### src/rtl/spi_cmd_regslave.sv
`timescale 1ns/1ps
module spi_cmd_regslave #(
  parameter int IDX_W = 15,
  parameter int DATA_W = 16,
  parameter logic [DATA_W-1:0] STATUS_ID = 16'h5EC7
) (
  input  logic              clk,
  input  logic              rst_n,
  input  logic              sclk,
  input  logic              cs_n,
  input  logic              mosi,
  output logic              miso,
  output logic              wr_stb,
  output logic [IDX_W-1:0]  wr_addr,
  output logic [DATA_W-1:0] wr_data,
  output logic              rd_req,
  output logic [IDX_W-1:0]  rd_addr,
  input  logic [DATA_W-1:0] rd_data
);
  localparam int ADDR_BITS = IDX_W + 1;
  localparam int SH_W      = ADDR_BITS + DATA_W;
  localparam int OUT_W     = 16 + DATA_W;
  localparam int ADDR_END  = 8 + ADDR_BITS;
  localparam int DATA_END  = ADDR_END + DATA_W;
  localparam int CNT_W     = $clog2(DATA_END + 2) + 1;
  localparam logic [CNT_W-1:0] CNT_MAX  = '1;
  localparam logic [CNT_W-1:0] CMD_LAST = CNT_W'(7);
  localparam logic [CNT_W-1:0] ADR_LAST = CNT_W'(ADDR_END - 1);
  localparam logic [CNT_W-1:0] DAT_LAST = CNT_W'(DATA_END - 1);

  typedef enum logic [1:0] {M_CMD, M_WR, M_RD, M_SKIP} mode_t;

  logic [2:0] sclk_s;
  logic [1:0] cs_s, mosi_s;
  logic [CNT_W-1:0] cnt;
  logic [SH_W-1:0] sh;
  logic [OUT_W-1:0] osr;
  logic miso_r;
  mode_t mode;

  wire rise   = sclk_s[1] & ~sclk_s[2];
  wire fall   = ~sclk_s[1] & sclk_s[2];
  wire cs_act = ~cs_s[1];
  wire [SH_W-1:0] nb = {sh[SH_W-2:0], mosi_s[1]};

  assign miso = miso_r & ~cs_n;

  always_ff @(posedge clk or negedge rst_n) begin
    if (!rst_n) begin
      sclk_s <= '0;
      cs_s   <= '1;
      mosi_s <= '0;
    end else begin
      sclk_s <= {sclk_s[1:0], sclk};
      cs_s   <= {cs_s[0], cs_n};
      mosi_s <= {mosi_s[0], mosi};
    end
  end

  always_ff @(posedge clk or negedge rst_n) begin
    if (!rst_n) begin
      cnt     <= '0;
      sh      <= '0;
      osr     <= '0;
      miso_r  <= 1'b0;
      mode    <= M_CMD;
      wr_stb  <= 1'b0;
      wr_addr <= '0;
      wr_data <= '0;
      rd_req  <= 1'b0;
      rd_addr <= '0;
    end else begin
      wr_stb <= 1'b0;
      rd_req <= 1'b0;
      if (!cs_act) begin
        cnt    <= '0;
        mode   <= M_CMD;
        miso_r <= 1'b0;
        osr    <= '0;
      end else begin
        if (rise) begin
          sh <= nb;
          if (cnt != CNT_MAX) cnt <= cnt + 1'b1;
          if (mode == M_CMD && cnt == CMD_LAST) begin
            case (nb[7:6])
              2'b01:   mode <= M_WR;
              2'b10:   begin mode <= M_RD; osr <= {16'h0, rd_data}; end
              2'b11:   begin mode <= M_RD; osr <= {16'h0, STATUS_ID}; end
              default: mode <= M_SKIP;
            endcase
          end else if (mode == M_WR && cnt == ADR_LAST && !nb[ADDR_BITS-1]) begin
            rd_addr <= nb[IDX_W-1:0];
            rd_req  <= 1'b1;
            mode    <= M_SKIP;
          end else if (mode == M_WR && cnt == DAT_LAST) begin
            wr_stb  <= 1'b1;
            wr_addr <= nb[DATA_W +: IDX_W];
            wr_data <= nb[DATA_W-1:0];
            mode    <= M_SKIP;
          end
        end
        if (fall && mode == M_RD) begin
          miso_r <= osr[OUT_W-1];
          osr    <= {osr[OUT_W-2:0], 1'b0};
        end
      end
    end
  end

  p_single_pulse_r9: assert property (@(posedge clk) disable iff (!rst_n)
    wr_stb |=> !wr_stb);
  p_no_write_idle_r7: assert property (@(posedge clk) disable iff (!rst_n)
    !cs_act |-> !wr_stb && !rd_req);
  p_ptr_hold_r4: assert property (@(posedge clk) disable iff (!rst_n)
    !rd_req |=> $stable(rd_addr) || rd_req);
  p_excl_r4: assert property (@(posedge clk) disable iff (!rst_n)
    !(wr_stb && rd_req));
  p_miso_idle_r8: assert property (@(posedge clk) disable iff (!rst_n)
    !cs_act |=> !miso_r);
  p_wr_data_hold_r2: assert property (@(posedge clk) disable iff (!rst_n)
    !wr_stb |=> $stable(wr_data) || wr_stb);
endmodule

### config.mk
export PLATFORM = sky130hd
export DESIGN_NAME = spi_cmd_regslave
export DESIGN_NICKNAME = d
export VERILOG_FILES = /design/src/rtl/spi_cmd_regslave.sv
export SDC_FILE = /design/constraint.sdc
export NUM_CORES = 1
export LEC_CHECK = 0
export BUFFER_PORTS_ARGS = -buffer_cell sky130_fd_sc_hd__buf_4
export CAP_MARGIN = 15
export CORE_MARGIN = 2
export CORE_UTILIZATION = 36
export CTS_CLUSTER_DIAMETER = 200
export DETAILED_ROUTE_END_ITERATION = 12
export MAX_ROUTING_LAYER = met4
export PLACE_DENSITY_LB_ADDON = 0.15
export SKIP_CTS_REPAIR_TIMING = 1
export SYNTH_ARGS = -nofsm -noshare
export SYNTH_HDL_FRONTEND = slang
export SYNTH_SLANG_ARGS = --single-unit
### constraint.sdc
create_clock -name clk -period 2.45 [get_ports clk]
set_input_delay 0.3675 -clock clk [delete_from_list [all_inputs] [get_ports clk]]
set_output_delay 0.3675 -clock clk [all_outputs]
set_load 0.05 [all_outputs]
==> results of run 1 <==
[how the worst min path moves through the flow]
stage / startpoint / end / slack [ps]
5_1_grt: mosi / mosi_s[0] / 40
3_3_place_gp: mosi_s[0] / mosi_s[1] / 330
6_report: rst_n / rd_addr[10] / 40
4_1_cts: mosi / mosi_s[0] / 40
2_1_floorplan: rst_n / cnt[0] / 70
3_5_place_dp: mosi_s[0] / mosi_s[1] / 340
[cells in the mapped netlist]
library cell,count
a41oi_1,1
mux2i_1,1
or4_1,2
dfstp_2,2
nor2_1,15
nor4_1,2
o211ai_1,1
a21oi_1,4
or3b_1,1
ha_1,1
a211oi_1,1
buf_4,1
nor3b_1,2
and2b_1,1
buf_6,4
or2_2,2
buf_12,1
nor4bb_1,1
nor3_1,3
a32o_1,6
a22o_1,17
buf_1,1
clkbuf_1,8
nand2b_1,2
a31oi_1,2
xor2_1,3
nand2_1,4
inv_1,2
and2_1,2
buf_2,5
and3_1,1
or3_1,2
mux2_4,10
nand3_1,6
mux2_1,5
mux2_2,76
nor2b_1,4
dfrtp_1,125
and4b_1,1
o21ai_0,3
o2bb2ai_1,9
[layer usage]
metal | global-route usage (%) | vias up | part of all wire (%)
met5 | - | - | 0
met4 | 6.54 | 0 | 2.0
met3 | 4.88 | 17 | 5.2
met2 | 20.6 | 69 | 46
met1 | 18.3 | 1486 | 47
li1 | - | 1392 | -
[cell type report]
| cell class | instances | area share, % |
|---|---|---|
| Clock buffer | 24 | 7.58 |
| Clock inverter | 5 | 1.30 |
| Inverter | 2 | 0.118 |
| Multi-Input combinational cell | 191 | 27.6 |
| Sequential cell | 127 | 50.0 |
| Tap cell | 180 | 3.54 |
| Timing Repair Buffer | 80 | 9.84 |
[power by group]
part | total [mW] | leakage (nW) | internal [mW] | switching (mW)
combinational | 0.305 | 1.18 | 0.154 | 0.151
sequential | 2.30 | 1.73 | 2.21 | 0.0967
clock | 2.41 | 0.264 | 1.56 | 0.847
total | 5.02 | 3.17 | 3.92 | 1.09
[sequential cells by signal (all words and copies together), names as in the netlist]
| register | flops |
|---|---|
| cs_s | 2 |
| wr_addr | 15 |
| osr | 32 |
| wr_stb | 1 |
| sh | 30 |
| mosi_s | 2 |
| miso_r | 1 |
| cnt | 7 |
| mode | 2 |
| sclk_s | 3 |
| wr_data | 16 |
| rd_addr | 15 |
| rd_req | 1 |
[logic make-up after synthesis]
group	after synthesis	synth area share [%]
flops	127	62.8
mux	92	21.2
simple gates	51	5.46
compound gates	44	7.09
buf+inv	22	2.74
xor+xnor	3	0.519
fa+ha+maj	1	0.247
[worst reg2reg max path, cell delays in order, from the launching register on]
cell	delay, ps
dfrtp_1	380
and2b_1	260
nand2b_1	170
or4_1	660
buf_12	220
mux2_1	340
==> summary.md, run 1 <==
| Metric | Value |
|---|---|
| Placeable Area | approximately 14000 um2 |
| RSZ-0062 raised after global routing | no |
| Worst EP required | approximately 2700 ps |
| Area after DPL | 5790 um2 |
| Storage element area | 3180 um2 |
| End of the critical path | wr_addr[11] |
| Routed via count | 2964 |
| WL/cell | 15.7 um |
| Leakage | between 3 and 4 nW |
| Clk pin slew, worst setup/hold paths | 50 ps |
| CP max-delay cell | or4_1 |
| CP Launch Type | flip-flop |
| Number of global-route vias before repair | between 3000 and 4000 |
| Clock skew | roughly 7.3 ps |
| Setup TNS Final | 0 ps |
| FMAX | 467 MHz |
| Critical path's top delay family | simple AND/OR/NAND/NOR gates |
| Antenna diodes | 0 |
| Slew @ Worst Pin | around 700 ps |
| Most frequent cells in the layout | dfrtp_1, buf_4, mux2_2 |
| Area Growth Syn to Fin | 25.4% |
| Post-Synthesis Cells | 340 |
| CTS Buffer Depth | 2 |
| Final Non-Filler Cells | slightly above 600 |
| Pwr Total | approximately 5 mW |
| Share of cells above drive strength 1 | 45.9% |
| Maxcap violations | 0 |
| Yosys cell types | 41 |
| Vias per cell | 4.87 |
| Crit path time final | 2140 ps |
| H-tree levels | 4 |
| Fin crit share | 87.4% |
| Worst IR Drop VDD | 0.411 mV |
| CP Capture Type | flip-flop |
| DR iter-0 viols | 208 |
| Final setup violation count | 0 |
| FP Rows | 43 |
| Chip Width | 123 um |
| Finished Cell Area | 6350 um2 |
| First-pass GRT wire length | 15800 um |
| Port-buffer cells | 69 |
| GR Overflow Total | 0 |
| Syn. warnings | 0 |
| Drt first pass iters | 4 |
| Crit-path max cell delay | 660 ps |
| Root buffer cell | clkbuf_16 |
| Register-to-Register Path Depth | 5 |
| DP Worst Slack | roughly 300 ps |
| Crit path depth | 5 |
| Final Hold Vio Count | 0 |
| Slew Viols, Final | 0 |
| Initial antenna violation count | 0 |
| CP Class | flip-flop to flip-flop |
| GRT Total Usage | 14.4% |
| Synthesized cell area | 5070 um2 |
| Remaining DRCs | 0 |
| Multi-input gate area | between 1500 and 2000 um2 |
| Critical path buffer and inverter count | 1 |
| Crit-path cells | and2b_1 -> nand2b_1 -> or4_1 -> buf_12 -> mux2_1 |
| Final Net Count | approximately 440 |
| Final Wtd Congestion | 0.772 |
| Maximum fanout along the worst path | 30 |
| Most common cell after layout, fill and taps aside | dfrtp_1 |
| Top cells by area, synth | dfrtp_1, mux2_2, mux2_4 |
| Slew margin rel. | 54.4% |
| DP HPWL | 5960 um |
| Number of synthesized register bits | 127 |
| R2R setup slack | roughly 310 ps |
| Top-area cell type share of the netlist area | 61.7% |
| Core Util, Final | 46.0% |
| CTS Buf Count | 17 |
| Post-Syn Nets | 362 |
| Fill cells | approximately 1200 |
| Hold WC Path Type | primary input to asynchronous set/reset pin |
| Clock Latency Late Sink | 410 ps |
| Hold WS | 39.4 ps |
| PD cells | 789 nW/um2 |
| Overall die area | around 15000 um2 |
| Total clock sinks | 127 |
| Reg-to-Reg End | wr_addr[11] |
| Largest net degree at the start of global routing | 128 |
| Placed cell count | between 500 and 600 |
| Synth area leader | dfrtp_1 |
| Critical Path Start | sclk_s[2] |
| Worst setup margin | 308 ps |
| Routed WL | 9540 um |
| Mean post-synth cell area | 14.9 um2 |
| Outcome | finished clean |
| Initial Utilization | 36.6% |
| Die H | approximately 120 um |
| CTS tree | yes |
| Crit path DAT | around 2400 ps |
| Final ANT Viol Nets | 0 |
| Sequential area share after synthesis | between 60% and 70% |
| Boundary pin count | 70 |
| Reg-to-Reg Start | sclk_s[2] |
Power figures use the tool's default switching activity.
==> run 2, diff against run 1 <==
--- a/config.mk
+++ b/config.mk
@@ -11,6 +11,7 @@
 export CORE_UTILIZATION = 36
 export CTS_CLUSTER_DIAMETER = 200
 export DETAILED_ROUTE_END_ITERATION = 12
+export HOLD_SLACK_MARGIN = 0.15
 export MAX_ROUTING_LAYER = met4
 export PLACE_DENSITY_LB_ADDON = 0.15
 export SKIP_CTS_REPAIR_TIMING = 1
==> constraint.sdc (replaced) <==
create_clock -name clk -period 2.2 [get_ports clk]
set_input_delay 0.33 -clock clk [delete_from_list [all_inputs] [get_ports clk]]
set_output_delay 0.33 -clock clk [all_outputs]
set_load 0.05 [all_outputs]
==> summary.md, run 2 (synthesized netlist as in run 1, its figures left out) <==
| Metric | Value |
|---|---|
| WL/cell | 15.3 um (-2.1%) |
| Final Net Count | 451 (+2.3%) |
| Final Wtd Congestion | 0.833 (+7.9%) |
| Critical Path Start | mode[1] |
| CP Class | flip-flop to flip-flop |
| Port-buffer cells | 69 (unchanged) |
| Final Hold Vio Count | 0 (unchanged) |
| Area Growth Syn to Fin | 28.2% |
| DP HPWL | 6160 um (+3.3%) |
| PD cells | 865 nW/um2 (+9.6%) |
| M1 WL | 4570 um (+1.7%) |
| Overall die area | 15000 um2 (unchanged) |
| Routed via count | 3033 (+2.3%) |
| Slew margin rel. | 53.9% (-0.55 points) |
| Maxcap violations | 0 (unchanged) |
| Remaining DRCs | 0 (unchanged) |
| Min-Delay Endpoint | osr[0] |
| Clock skew | 11.7 ps (+4.41 ps) |
| Setup TNS Final | 0 ps (unchanged) |
| Critical path's top delay family | simple AND/OR/NAND/NOR gates |
| Routed WL | 9540 um (about the same) |
| GR Overflow Total | 0 (unchanged) |
| Initial antenna violation count | 0 (unchanged) |
| Crit path time final | 2030 ps (-114 ps) |
| H-tree levels | 4 (unchanged) |
| Placed cell count | 586 (+1.0%) |
| Critical path buffer and inverter count | 1 (unchanged) |
| CTS tree | yes |
| CP Launch Type | flip-flop |
| Total clock sinks | 127 (unchanged) |
| Worst setup margin | 172 ps (-136 ps) |
| Chip Width | 123 um (unchanged) |
| Largest register by flop count | osr |
| Share of cells above drive strength 1 | 47.1% (+1.1 points) |
| Vias per cell | 4.88 (+0.19%) |
| Leakage | 3.25 nW (+2.5%) |
| Clock Latency Late Sink | 410 ps (about the same) |
| Hold WC Path Type | primary input to flip-flop |
| Most frequent cells in the layout | dfrtp_1, buf_4, mux2_2 |
| Placeable Area | 13800 um2 (unchanged) |
| Slew Viols, Final | 0 (unchanged) |
| CTS Buf Count | 17 (unchanged) |
| Crit path DAT | 2310 ps (-120 ps) |
| Final setup violation count | 0 (unchanged) |
| GRT Total Usage | 14.2% (-0.14 points) |
| Max reg flops | 32 (unchanged) |
| Register-to-Register Path Depth | 4 (-1) |
| FP Rows | 43 (unchanged) |
| Core Util, Final | 47.0% (+1.0 points) |
| Die H | 123 um (unchanged) |
| Most common cell after layout, fill and taps aside | dfrtp_1 |
| CTS Buffer Depth | 2 (unchanged) |
| Reg-to-Reg End | wr_addr[11] |
| Crit-path max cell delay | 540 ps (-120 ps) |
| Boundary pin count | 70 (unchanged) |
| Finished Cell Area | 6490 um2 (+2.2%) |
| Pwr Total | 5.62 mW (+12%) |
| Drt first pass iters | 6 (+2) |
| Met2 WL | 4390 um (+0.67%) |
| Worst IR Drop VDD | 0.492 mV (+20%) |
| Slew @ Worst Pin | 690 ps (+5.71 ps) |
| Initial Utilization | 36.6% (unchanged) |
| R2R setup slack | 170 ps (-140 ps) |
| FMAX | 493 MHz (+5.6%) |
| DR iter-0 viols | 181 (-13%) |
| Final ANT Viol Nets | 0 (unchanged) |
| Area after DPL | 5860 um2 (+1.2%) |
| Metal3 WL | 386 um (-22%) |
| Largest regs | osr x32, sh x30, wr_data x16 |
| Maximum fanout along the worst path | 32 (+6.7%) |
| Outcome | finished clean |
| Antenna diodes | 0 (unchanged) |
| Root buffer cell | clkbuf_16 |
| Hold Startpoint | rd_data[0] |
| Crit-path cells | or3_1 -> or4_1 -> buf_12 -> mux2_1 |
| Hold WS | 202 ps (+162 ps) |
| Top Metal Used | met4 |
| Hold Crit Depth | 3 |
| CP max-delay cell | or4_1 |
| DP Worst Slack | 127 ps (-178 ps) |
| Largest net degree at the start of global routing | 59 (-54%) |
| Number of global-route vias before repair | 3109 (-1.1%) |
| Worst EP required | 2480 ps (-260 ps) |
| CP Capture Type | flip-flop |
| Reg-to-Reg Start | mode[1] |
| Final Non-Filler Cells | 622 (+2.1%) |
| First-pass GRT wire length | 15800 um (about the same) |
| Clk pin slew, worst setup/hold paths | 50 ps (about the same) |
| Fin crit share | 92.2% (+4.7 points) |
| RSZ-0062 raised after global routing | no |
## run 2: cell count changes in the layout (fill, tap and decap cells not counted), moves of 2 or more
cell           before  now
buf_4              78   82
clkbuf_8            3    7
dlygate4sd3_1       0    4
clkinv_2            0    3
buf_12              2    4
clkinvlp_4          3    1
## run 2: worst max-delay path by stage
stage,end,depth (start not counted)
2_1_floorplan,rd_addr[10],5
3_3_place_gp,osr[14],5
3_5_place_dp,osr[3],5
4_1_cts,osr[6],5
5_1_grt,osr[13],5
6_report,wr_addr[11],4
## run 2: final cells by class
class                      instances  area, um2
multi-input combinational        191       1760
timing repair buffer              90        736
sequential                       127       3180
inverter                           2       7.51
clock inverter                     5       52.6
clock buffer                      27        533
tap                              180        225
fill                            1238       7330
## run 2: tightest hold or removal path, delay by kind of cell
| family | cells | cell delay [ps] |
|---|---|---|
| AND/OR/NAND/NOR | 2 | 150 |
| buffers and inverters | 1 | 80 |
## run 2: power by group
part           leakage [nW]  internal, mW  switching, mW  total [mW]
Clock                 0.289          1.76          0.942        2.70
Combinational          1.23         0.182          0.169       0.351
Sequential             1.73          2.46          0.104        2.56
## run 2: routing by layer
| layer | GRT usage (%) | vias up |
|---|---|---|
| met1 | 19.0 | 1527 |
| li1 | - | 1417 |
| met4 | 6.90 | 0 |
| met5 | - | - |
| met3 | 3.67 | 14 |
| met2 | 20.1 | 75 |
